$ cat src/rtl/sdr_pkg.sv
package sdr_pkg;
  typedef enum logic [3:0] {
    CMD_LMR = 4'b0000,
    CMD_REF = 4'b0001,
    CMD_PRE = 4'b0010,
    CMD_ACT = 4'b0011,
    CMD_WR  = 4'b0100,
    CMD_RD  = 4'b0101,
    CMD_NOP = 4'b0111
  } sdr_cmd_e;

  typedef enum logic [3:0] {
    ST_PWR, ST_STAB, ST_PALL, ST_IREF, ST_MRS,
    ST_IDLE, ST_ACT, ST_RD, ST_WR, ST_PRE, ST_REF
  } sdr_state_e;

  function automatic int unsigned max_u(input int unsigned a, input int unsigned b);
    return (a > b) ? a : b;
  endfunction

  // Cycles between a precharge and the next activate, given the row age at precharge.
  function automatic int unsigned pre_gap(input int unsigned t_rp, input int unsigned t_rc,
                                          input int unsigned age);
    return max_u(t_rp, (t_rc > age) ? (t_rc - age) : 0);
  endfunction

  // Cycles from WRITE to PRECHARGE, honouring both recovery and minimum row-open time.
  function automatic int unsigned wr_hold(input int unsigned t_wr, input int unsigned t_ras,
                                          input int unsigned t_rcd);
    return max_u(t_wr, (t_ras > t_rcd) ? (t_ras - t_rcd) : 1);
  endfunction
endpackage

$ cat src/rtl/sdr_phase_gen.sv
module sdr_phase_gen (
  input  logic clk,
  input  logic rst_n,
  output logic sd_clk,
  output logic tick
);
  logic phase_q;

  always_ff @(posedge clk or negedge rst_n) begin
    if (!rst_n) phase_q <= 1'b0;
    else        phase_q <= ~phase_q;
  end

  assign sd_clk = phase_q;
  assign tick   = phase_q;   // the next edge closes the current SDRAM cycle
endmodule

$ cat src/rtl/sdr_refresh_timer.sv
module sdr_refresh_timer #(
  parameter int unsigned REF_INTERVAL = 683
) (
  input  logic clk,
  input  logic rst_n,
  input  logic tick,
  input  logic enable,
  input  logic ack,
  output logic pending
);
  localparam int unsigned RW = $clog2(REF_INTERVAL + 1);
  logic [RW-1:0] cnt_q;
  logic          pend_q;

  always_ff @(posedge clk or negedge rst_n) begin
    if (!rst_n) begin
      cnt_q  <= RW'(REF_INTERVAL - 1);
      pend_q <= 1'b0;
    end else if (tick) begin
      if (ack) pend_q <= 1'b0;
      if (enable) begin
        if (cnt_q == '0) begin
          cnt_q  <= RW'(REF_INTERVAL - 1);
          pend_q <= 1'b1;
        end else begin
          cnt_q <= cnt_q - 1'b1;
        end
      end
    end
  end

  assign pending = pend_q;
endmodule

$ cat src/rtl/sdr_cmd_seq.sv
module sdr_cmd_seq
  import sdr_pkg::*;
#(
  parameter int unsigned BA_W      = 2,
  parameter int unsigned ROW_W     = 12,
  parameter int unsigned COL_W     = 8,
  parameter int unsigned DQ_W      = 16,
  parameter int unsigned INIT_WAIT = 100,
  parameter int unsigned INIT_REFS = 8,
  parameter int unsigned T_RP      = 2,
  parameter int unsigned T_RC      = 7,
  parameter int unsigned T_MRD     = 2,
  parameter int unsigned T_RCD     = 2,
  parameter int unsigned T_WR      = 2,
  parameter int unsigned T_RAS     = 4,
  parameter int unsigned CAS_LAT   = 3,
  parameter int unsigned CNT_W     = 8
) (
  input  logic             clk,
  input  logic             rst_n,
  input  logic             tick,
  input  logic [ROW_W-1:0] mode_cfg,
  input  logic             req_valid,
  input  logic             req_we,
  input  logic [BA_W-1:0]  req_ba,
  input  logic [ROW_W-1:0] req_row,
  input  logic [COL_W-1:0] req_col,
  input  logic [DQ_W-1:0]  req_wdata,
  input  logic             ref_pend,
  output logic             ref_ack,
  output logic             req_ready,
  output logic             init_done,
  output logic             rd_valid,
  output logic [DQ_W-1:0]  rd_data,
  output logic             cke,
  output logic [3:0]       cmd,
  output logic [BA_W-1:0]  ba,
  output logic [ROW_W-1:0] addr,
  output logic [DQ_W-1:0]  dq_out,
  output logic             dq_oe,
  input  logic [DQ_W-1:0]  dq_in
);
  localparam int unsigned AP_BIT      = 10;
  localparam int unsigned NR_W        = $clog2(INIT_REFS + 1);
  localparam int unsigned WR_TO_PRE   = wr_hold(T_WR, T_RAS, T_RCD);
  localparam int unsigned PRE_WAIT_WR = pre_gap(T_RP, T_RC, T_RCD + WR_TO_PRE);
  localparam int unsigned PRE_WAIT_RD = pre_gap(T_RP, T_RC, T_RCD + CAS_LAT);
  localparam logic [ROW_W-1:0] AP_ADDR = ROW_W'(1) << AP_BIT;

  sdr_state_e        st_q;
  sdr_cmd_e          cmd_q;
  logic [CNT_W-1:0]  cnt_q;
  logic [NR_W-1:0]   nref_q;
  logic              cke_q, done_q, oe_q, we_q, rdv_q;
  logic [BA_W-1:0]   ba_q;
  logic [ROW_W-1:0]  addr_q;
  logic [COL_W-1:0]  col_q;
  logic [DQ_W-1:0]   wd_q, dqo_q, rdd_q;
  logic              cnt_zero, idle_free;

  assign cnt_zero  = (cnt_q == '0);
  assign idle_free = (st_q == ST_IDLE) && !ref_pend;
  assign req_ready = idle_free && tick;
  assign ref_ack   = tick && (st_q == ST_IDLE) && ref_pend;

  always_ff @(posedge clk or negedge rst_n) begin
    if (!rst_n) begin
      st_q <= ST_PWR;  cmd_q <= CMD_NOP;  cnt_q <= '0;  nref_q <= '0;
      cke_q <= 1'b0;   done_q <= 1'b0;    oe_q <= 1'b0; we_q <= 1'b0;
      rdv_q <= 1'b0;   ba_q <= '0;        addr_q <= '0; col_q <= '0;
      wd_q <= '0;      dqo_q <= '0;       rdd_q <= '0;
    end else begin
      rdv_q <= 1'b0;
      if (tick) begin
        cmd_q <= CMD_NOP;
        oe_q  <= 1'b0;
        if (!cnt_zero && st_q != ST_IDLE && st_q != ST_PWR) begin
          cnt_q <= cnt_q - 1'b1;
        end else begin
          unique case (st_q)
            ST_PWR: begin
              cke_q <= 1'b1;
              cnt_q <= CNT_W'(INIT_WAIT - 1);
              st_q  <= ST_STAB;
            end
            ST_STAB: begin
              cmd_q  <= CMD_PRE;
              addr_q <= AP_ADDR;
              cnt_q  <= CNT_W'(T_RP - 1);
              st_q   <= ST_PALL;
            end
            ST_PALL: begin
              cmd_q  <= CMD_REF;
              nref_q <= NR_W'(1);
              cnt_q  <= CNT_W'(T_RC - 1);
              st_q   <= ST_IREF;
            end
            ST_IREF: begin
              if (nref_q == NR_W'(INIT_REFS)) begin
                cmd_q  <= CMD_LMR;
                addr_q <= mode_cfg;
                ba_q   <= '0;
                cnt_q  <= CNT_W'(T_MRD - 1);
                st_q   <= ST_MRS;
              end else begin
                cmd_q  <= CMD_REF;
                nref_q <= nref_q + 1'b1;
                cnt_q  <= CNT_W'(T_RC - 1);
              end
            end
            ST_MRS: begin
              done_q <= 1'b1;
              st_q   <= ST_IDLE;
            end
            ST_IDLE: begin
              if (ref_pend) begin
                cmd_q <= CMD_REF;
                cnt_q <= CNT_W'(T_RC - 1);
                st_q  <= ST_REF;
              end else if (req_valid) begin
                cmd_q  <= CMD_ACT;
                ba_q   <= req_ba;
                addr_q <= req_row;
                col_q  <= req_col;
                we_q   <= req_we;
                wd_q   <= req_wdata;
                cnt_q  <= CNT_W'(T_RCD - 1);
                st_q   <= ST_ACT;
              end
            end
            ST_ACT: begin
              addr_q <= ROW_W'(col_q);
              if (we_q) begin
                cmd_q <= CMD_WR;
                dqo_q <= wd_q;
                oe_q  <= 1'b1;
                cnt_q <= CNT_W'(WR_TO_PRE - 1);
                st_q  <= ST_WR;
              end else begin
                cmd_q <= CMD_RD;
                cnt_q <= CNT_W'(CAS_LAT - 1);
                st_q  <= ST_RD;
              end
            end
            ST_WR: begin
              cmd_q  <= CMD_PRE;
              addr_q <= '0;
              cnt_q  <= CNT_W'(PRE_WAIT_WR - 1);
              st_q   <= ST_PRE;
            end
            ST_RD: begin
              rdd_q  <= dq_in;
              rdv_q  <= 1'b1;
              cmd_q  <= CMD_PRE;
              addr_q <= '0;
              cnt_q  <= CNT_W'(PRE_WAIT_RD - 1);
              st_q   <= ST_PRE;
            end
            ST_PRE, ST_REF: st_q <= ST_IDLE;
            default:        st_q <= ST_IDLE;
          endcase
        end
      end
    end
  end

  assign init_done = done_q;
  assign rd_valid  = rdv_q;
  assign rd_data   = rdd_q;
  assign cke       = cke_q;
  assign cmd       = cmd_q;
  assign ba        = ba_q;
  assign addr      = addr_q;
  assign dq_out    = dqo_q;
  assign dq_oe     = oe_q;
endmodule

$ cat src/rtl/sdr_init_refresh_ctrl.sv
module sdr_init_refresh_ctrl #(
  parameter int unsigned BA_W         = 2,
  parameter int unsigned ROW_W        = 12,
  parameter int unsigned COL_W        = 8,
  parameter int unsigned DQ_W         = 16,
  parameter int unsigned INIT_WAIT    = 100,
  parameter int unsigned INIT_REFS    = 8,
  parameter int unsigned T_RP         = 2,
  parameter int unsigned T_RC         = 7,
  parameter int unsigned T_MRD        = 2,
  parameter int unsigned T_RCD        = 2,
  parameter int unsigned T_WR         = 2,
  parameter int unsigned T_RAS        = 4,
  parameter int unsigned CAS_LAT      = 3,
  parameter int unsigned REF_INTERVAL = 683
) (
  input  logic                          clk,
  input  logic                          rst_n,
  input  logic [ROW_W-1:0]              mode_cfg,
  input  logic                          req_valid,
  input  logic                          req_we,
  input  logic [BA_W+ROW_W+COL_W-1:0]   req_addr,
  input  logic [DQ_W-1:0]               req_wdata,
  output logic                          req_ready,
  output logic                          rd_valid,
  output logic [DQ_W-1:0]               rd_data,
  output logic                          init_done,
  output logic                          sd_clk,
  output logic                          sd_cke,
  output logic                          sd_cs_n,
  output logic                          sd_ras_n,
  output logic                          sd_cas_n,
  output logic                          sd_we_n,
  output logic [BA_W-1:0]               sd_ba,
  output logic [ROW_W-1:0]              sd_addr,
  output logic [DQ_W-1:0]               sd_dq_out,
  output logic                          sd_dq_oe,
  input  logic [DQ_W-1:0]               sd_dq_in
);
  localparam int unsigned ADDR_W = BA_W + ROW_W + COL_W;
  localparam int unsigned CNT_W  = $clog2(INIT_WAIT + 64);

  // Named internal events, also used by the bound checker
  logic       tick_w;
  logic       ref_pend_w;
  logic       ref_ack_w;
  logic [3:0] cmd_w;

  sdr_phase_gen u_phase (
    .clk(clk), .rst_n(rst_n), .sd_clk(sd_clk), .tick(tick_w)
  );

  sdr_refresh_timer #(.REF_INTERVAL(REF_INTERVAL)) u_rtmr (
    .clk(clk), .rst_n(rst_n), .tick(tick_w), .enable(init_done),
    .ack(ref_ack_w), .pending(ref_pend_w)
  );

  sdr_cmd_seq #(
    .BA_W(BA_W), .ROW_W(ROW_W), .COL_W(COL_W), .DQ_W(DQ_W),
    .INIT_WAIT(INIT_WAIT), .INIT_REFS(INIT_REFS), .T_RP(T_RP), .T_RC(T_RC),
    .T_MRD(T_MRD), .T_RCD(T_RCD), .T_WR(T_WR), .T_RAS(T_RAS),
    .CAS_LAT(CAS_LAT), .CNT_W(CNT_W)
  ) u_seq (
    .clk(clk), .rst_n(rst_n), .tick(tick_w), .mode_cfg(mode_cfg),
    .req_valid(req_valid), .req_we(req_we),
    .req_ba(req_addr[ADDR_W-1 -: BA_W]),
    .req_row(req_addr[COL_W +: ROW_W]),
    .req_col(req_addr[COL_W-1:0]),
    .req_wdata(req_wdata), .ref_pend(ref_pend_w), .ref_ack(ref_ack_w),
    .req_ready(req_ready), .init_done(init_done),
    .rd_valid(rd_valid), .rd_data(rd_data),
    .cke(sd_cke), .cmd(cmd_w), .ba(sd_ba), .addr(sd_addr),
    .dq_out(sd_dq_out), .dq_oe(sd_dq_oe), .dq_in(sd_dq_in)
  );

  assign {sd_cs_n, sd_ras_n, sd_cas_n, sd_we_n} = cmd_w;
endmodule

$ cat config.mk
export PLATFORM = sky130hd
export DESIGN_NAME = sdr_init_refresh_ctrl
export DESIGN_NICKNAME = d
export VERILOG_FILES = /design/src/rtl/sdr_pkg.sv /design/src/rtl/sdr_phase_gen.sv /design/src/rtl/sdr_refresh_timer.sv /design/src/rtl/sdr_cmd_seq.sv /design/src/rtl/sdr_init_refresh_ctrl.sv
export SDC_FILE = /design/constraint.sdc
export NUM_CORES = 1
export LEC_CHECK = 0
export BUFFER_PORTS_ARGS = -buffer_cell sky130_fd_sc_hd__buf_2
export CAP_MARGIN = 0
export CORE_UTILIZATION = 32
export DETAILED_ROUTE_END_ITERATION = 8
export HOLD_SLACK_MARGIN = 0.06
export MAX_ROUTING_LAYER = met4
export PLACE_DENSITY = 0.55
export SLEW_MARGIN = 20
export SYNTH_ARGS = -nofsm -noshare
export SYNTH_HDL_FRONTEND = slang
export SYNTH_HIERARCHICAL = 1
export SYNTH_SLANG_ARGS = --single-unit
$ cat constraint.sdc
create_clock -name clk -period 2.69 [get_ports clk]
set_clock_uncertainty 0.1 [all_clocks]
set_input_delay 0.4035 -clock clk [delete_from_list [all_inputs] [get_ports clk]]
set_output_delay 0.4035 -clock clk [all_outputs]
set_load 0.05 [all_outputs]
# Word level (Yosys, flattened, before mapping)
# Index checks and enable logic that the tools add are counted.
[word_totals] register_bits=107 input_bits=70 word_cells=107 output_inout_bits=56
[classes] n_eq_ne=16 n_bitwise=3 n_addsub=3 reduce_logical=30 muxes=37
[op_table] cell="$pmux W12 S5" n=1
[op_table] cell="$pmux W8 S7" n=1
[op_table] cell="$mux W12" n=3
[op_table] cell="$mux W4" n=7
[op_table] cell="$pmux W4 S7" n=1
[op_table] cell="$mux W8" n=3
[op_table] cell="$pmux W4 S5" n=1
[op_table] cell="$eq A4 B3 Y1 const B" n=4
[op_table] cell="$reduce_and A3 Y1" n=4
[op_table] cell="$reduce_and A4 Y1" n=3
[op_table] cell="$reduce_and A6 Y1" n=2
[op_table] cell="$mux W1" n=11
[op_table] cell="$logic_not A10 Y1" n=1
[op_table] cell="$mux W10" n=1
[op_table] cell="$sub A10 B1 Y10 const B" n=1
[op_table] cell="$eq A4 B2 Y1 const B" n=2
[op_table] cell="$eq A4 B4 Y1 const B" n=2
[op_table] cell="$logic_not A8 Y1" n=1
[op_table] cell="$mux W2" n=4
[op_table] cell="$pmux W4 S2" n=1
[op_table] cell="$reduce_bool A8 Y1" n=1
[op_table] cell="$sub A8 B1 Y8 const B" n=1
[op_table] cell="$logic_and A1 B1 Y1" n=6
[op_table] cell="$mux W3" n=2
[op_table] cell="other kinds (18)" n=25

# Depth between registers and ports, before layout
[depth] word_depth=6 ltp_mapped=9 ltp_nobuf=7

# Modules after synthesis
# Netlist, hierarchy kept.
[modules_own_cells] mod="sdr_cmd_seq" instances=1 area_each_um2=4513.1 cells_each=371 seq_area_each_um2=2356.0
[modules_own_cells] mod="sdr_refresh_timer" instances=1 area_each_um2=606.8 cells_each=63 seq_area_each_um2=281.5
[modules_own_cells] mod="sdr_phase_gen" instances=1 area_each_um2=36.3 cells_each=3 seq_area_each_um2=25.0

# Worst setup path after synthesis
# OpenSTA, ideal clock, no wires.
[synth_path] path_type="register to register" from="register u_phase.phase_q, in the netlist u_phase/sd_clk" to="register u_seq.col_q[0]" setup_time_ns=0.125 required_time_ns=2.465 arrival_time_ns=2.457 path_stages_with_launch=7 n_path_buf=2 path_slack_ns=0.008 synth_period_minus_slack_ns=2.682 cell_sequence="dfrtp_1 > buf_4 > inv_1 > nor3_2 > nand2_1 > buf_2 > mux2_2"
[synth_between] elab_chain_cells=1
[synth_rtl] element="start, declared" line="sdr_phase_gen.sv:7" source="logic phase_q;"
[synth_rtl] element="start signal, assigned" line="sdr_phase_gen.sv:11" source="else phase_q <= ~phase_q;"
[synth_rtl] element="$reduce_and A5 Y1 (no source line)"
[synth_rtl] element="end signal, assigned" line="sdr_cmd_seq.sv:124" source="col_q <= req_col;"
[synth_rtl] element="end, declared" line="sdr_cmd_seq.sv:57" source="logic [COL_W-1:0] col_q;"
# Every way passes these cells.
# A chain may end at the register's enable or synchronous reset.

# Final worst setup path
[layout_path] from="register u_seq.st_q[3]" to="output port req_ready"
[layout_between] elab_chain_cells=3
[layout_rtl] element="start, declared" line="sdr_cmd_seq.sv:50" source="sdr_state_e st_q;"
[layout_rtl] element="start signal, assigned" line="sdr_cmd_seq.sv:68" source="st_q <= ST_PWR; cmd_q <= CMD_NOP; cnt_q <= '0; nref_q <= '0;"
[layout_rtl] element="start signal, assigned" line="sdr_cmd_seq.sv:84" source="st_q <= ST_STAB;"
[layout_rtl] element="start signal, assigned" line="sdr_cmd_seq.sv:90" source="st_q <= ST_PALL;"
[layout_rtl] element="$eq A4 B3 Y1" line="sdr_cmd_seq.sv:62" source="assign idle_free = (st_q == ST_IDLE) && !ref_pend;"
[layout_rtl] element="$logic_and A1 B1 Y1" line="sdr_cmd_seq.sv:62"
[layout_rtl] element="$logic_and A1 B1 Y1" line="sdr_cmd_seq.sv:63" source="assign req_ready = idle_free && tick;"
[layout_rtl] element="end, declared" line="sdr_init_refresh_ctrl.sv:24" source="output logic req_ready,"
# Every way passes these cells.

==> results.md <==
* Status: finished with violations
* Failing checks: hold timing
* Largest net degree at the start of global routing at around 110
* Worst-Skew Late Latency at approximately 350 ps
* Startpoint types: register
* Post-synth EDFFs at 0
* Synth unique cells at 73
* I/O Buffers at approximately 120
* Num CTS Buffers at 9
* R2r worst-path depth at 6
* Core Box Area at about 0.016 mm^2
* Area of the die at 0.0166 mm^2
* Worst reg2reg startpoint: u_seq/st_q[1]$_DFFE_PN0P_
* Via count at between 3000 and 4000
* Detail Route Antenna Nets at 0
* Initial antenna violation count at 0
* Critical path class: register to output port
* Synth Warn # at 6
* Nets at between 600 and 700
* Core Util, Final at roughly two fifths
* Final worst-path cycle share at 94.7%
* Final wirelength at about 12 mm
* Crit path cell chain: nor2b_4 > nand3_1 > nor3_2 > clkbuf_4
* Syn_nets at a little over 500
* H-tree Lvls at 3
* Cells after synthesis at approximately 440
* Commonest cells after routing, fill and taps aside: 122 x buf_2, 97 x dfrtp_1, 40 x mux2_2
* WP data required at between 2000 and 2500 ps
* Post-Syn Area per Cell at 11.8 um^2
* Initial Util at roughly a third
* DRT Pass-1 Iters at 4
* Sequential-to-total area share from yosys stat at about half
* Min Hold Slack at -9.97 ps
* 1st-iter DRT viols at 180
* P&R area growth vs syn at 22.4%
* Slowest CP cell: dfrtp_1
* Worst min path class: input port to asynchronous set/reset pin
* Maxcap violations at 0
* FP Rows at 46
* Synthesis-stage register bit count at 106
* Peak VDD IR at around 220 uV
* Synth Flop Type: dfrtp_1
* GRT Residual Overflow at 0
* Cts-stage hold buffer count at 0
* Die X at roughly 130 um
* Fraction of layout cells with a size suffix above 1 at 43.7%
* Synthesized cell area at slightly above 0.005 mm^2
* Final hold vios at 4
* Chip Height at 129 um
* Worst stage delay on the critical path at ~600 ps
* First-pass GRT wire length at 19.3 mm
* Final Power at 2980 uW
* Setup slack, reg-to-reg at around 230 ps
* Leakage at approximately 0.0031 uW
* Num Clock Sinks at roughly 110
* Worst-path clk slew at 70 ps
* CP max FO at 16
* Diodes inserted at 0
* Vias in the first global route at approximately 3700
* Worst slew pin tran at between 900 and 1000 ps
* DP Wirelength at 8.57 mm
* CTS max path bufs at 2
* Drt wl/cell at around 15 um
* Setup-failing EPs final at 0
* Kind of end point of the critical path: output port
* GPL Wtd Cong at between 0.8 and 0.9
* Pwr Density at around 470 mW/mm^2
* R2R Path End: u_seq/dq_out[11]$_DFFE_PN0P_
* Relative slew slack at 33.9%
* Arrival time worst endpoint at ~2000 ps
* RSZ-0062 raised after global routing: false
* Fin Setup TNS at 0 ps
* Residual DRC at 0
* Post-synth ARST share at 100%
* Via density at roughly 4.9
* Final Max Tran Viols at 0
* Most common cell after layout, fill and taps aside: buf_2
* Clk root buf: clkbuf_16
* IO Pins at between 100 and 150
* Tot GR Track Use at between 15 and 20%
* CTS tree: done
* Tmin final at about 2500 ps
* Fmax at 0.393 GHz
## synthesized netlist by cell type (all sizes together) (2+ instances only)
cell	n	area (um^2)
or3b	2	17.5
a21oi	20	104
nand2	40	153
o21ai	14	70.1
inv	17	63.8
mux2	59	732
or4	4	35.0
ha	5	62.6
or2	3	18.8
nand3	10	55.1
dfrtp	98	2450
o22a	2	17.5
clkbuf	6	22.5
nor3	12	70.1
a31oi	6	37.5
a22oi	11	87.6
a22o	17	149
mux2i	3	30.0
nor2b	4	32.5
nor4bb	2	20.0
nor4b	2	32.5
nand3b	2	15.0
nand4	4	55.1
o31ai	4	30.0
nor2	18	75.1
dfstp	8	210
a211oi	2	15.0
a31o	2	17.5
o22ai	4	25.0
o21bai	2	15.0
buf	19	149
o211ai	3	22.5
and3	4	25.0
a21o	3	23.8
or3	4	25.0
nor4	3	33.8
## worst max-delay path by stage
stage | end | start | slack, ps | cells after the start
finish | req_ready | u_seq/st_q[3]$_DFFE_PN0P_ | 140 | 4
global route | req_ready | u_seq/st_q[3]$_DFFE_PN0P_ | 10 | 4
CTS | req_ready | u_seq/st_q[1]$_DFFE_PN0P_ | 60 | 4
detailed placement | u_seq/rd_data[15]$_DFFE_PN0P_ | u_seq/cnt_q[0]$_DFFE_PN0P_ | 210 | 7
global placement | u_seq/wd_q[12]$_DFFE_PN0P_ | u_seq/st_q[1]$_DFFE_PN0P_ | 280 | 6
floorplan | u_seq/col_q[0]$_DFFE_PN0P_ | u_phase/sd_clk$_DFF_PN0_ | 8 | 6
## layout make-up
class	instances	area (um^2)
well taps	216	270
clock buffers	9	225
multi-input cells	289	2270
clock inverters	5	38.8
fillers	1540	9510
repair buffers	141	778
inverters	17	63.8
flip-flops and latches	106	2660
## worst max-delay path: cells and delay by family, from the launching register on
family                 cells  cell delay [ps]
flip-flops                 1              600
buffers and inverters      1              280
AND/OR/NAND/NOR            3              810
## per-stage QoR
step                cells  hold WS (ps)  area (um^2)  setup WS, ps
finish                783         -9.97         6310           144
CTS                   783          61.3         6310          59.2
floorplan             437          7.91         5160          8.41
global placement      769           364         6050           276
detailed placement    769           369         6050           210
global route          783          66.0         6310          14.2
## registers in the layout, summed over array words and instances, names as in the netlist, 8 cells and up
signal and cells:
u_rtmr/cnt_q 10, u_seq/addr 12, u_seq/cnt_q 8, u_seq/col_q 8
u_seq/dq_out 16, u_seq/rd_data 16, u_seq/wd_q 16
## metal layers
layer / up-vias / routed length (um) / global-route usage [%]
met3: 19 / 623 / 3.58
met1: 1856 / 5670 / 20.2
met4: 0 / 229 / 6.99
met2: 92 / 5600 / 23.0
met5: - / 0 / -
li1: 1843 / - / -
## what timing repair did
action	4_1_cts	5_1_grt
buffers inserted	0	0
resized for setup	0	3
endpoints found under the setup margin	0	1
## logic make-up (layout without fill, tap and decap cells)
group	count (synthesis)	in the layout	share of synthesized area (%)
flops	106	106	51.6
buf+inv	42	172	4.56
xor+xnor	1	1	0.170
compound gates	99	99	13.5
mux	62	62	14.8
simple gates	121	121	14.0
other cells	1	1	0.0727
fa+ha+maj	5	5	1.21
## where the power goes
group          switching, uW  total, uW  internal (uW)
clock                    580       1200            624
sequential              6.46       1610           1610
combinational            101        161           59.8
total                    688       2980           2290
Power figures use the tool's default switching activity.
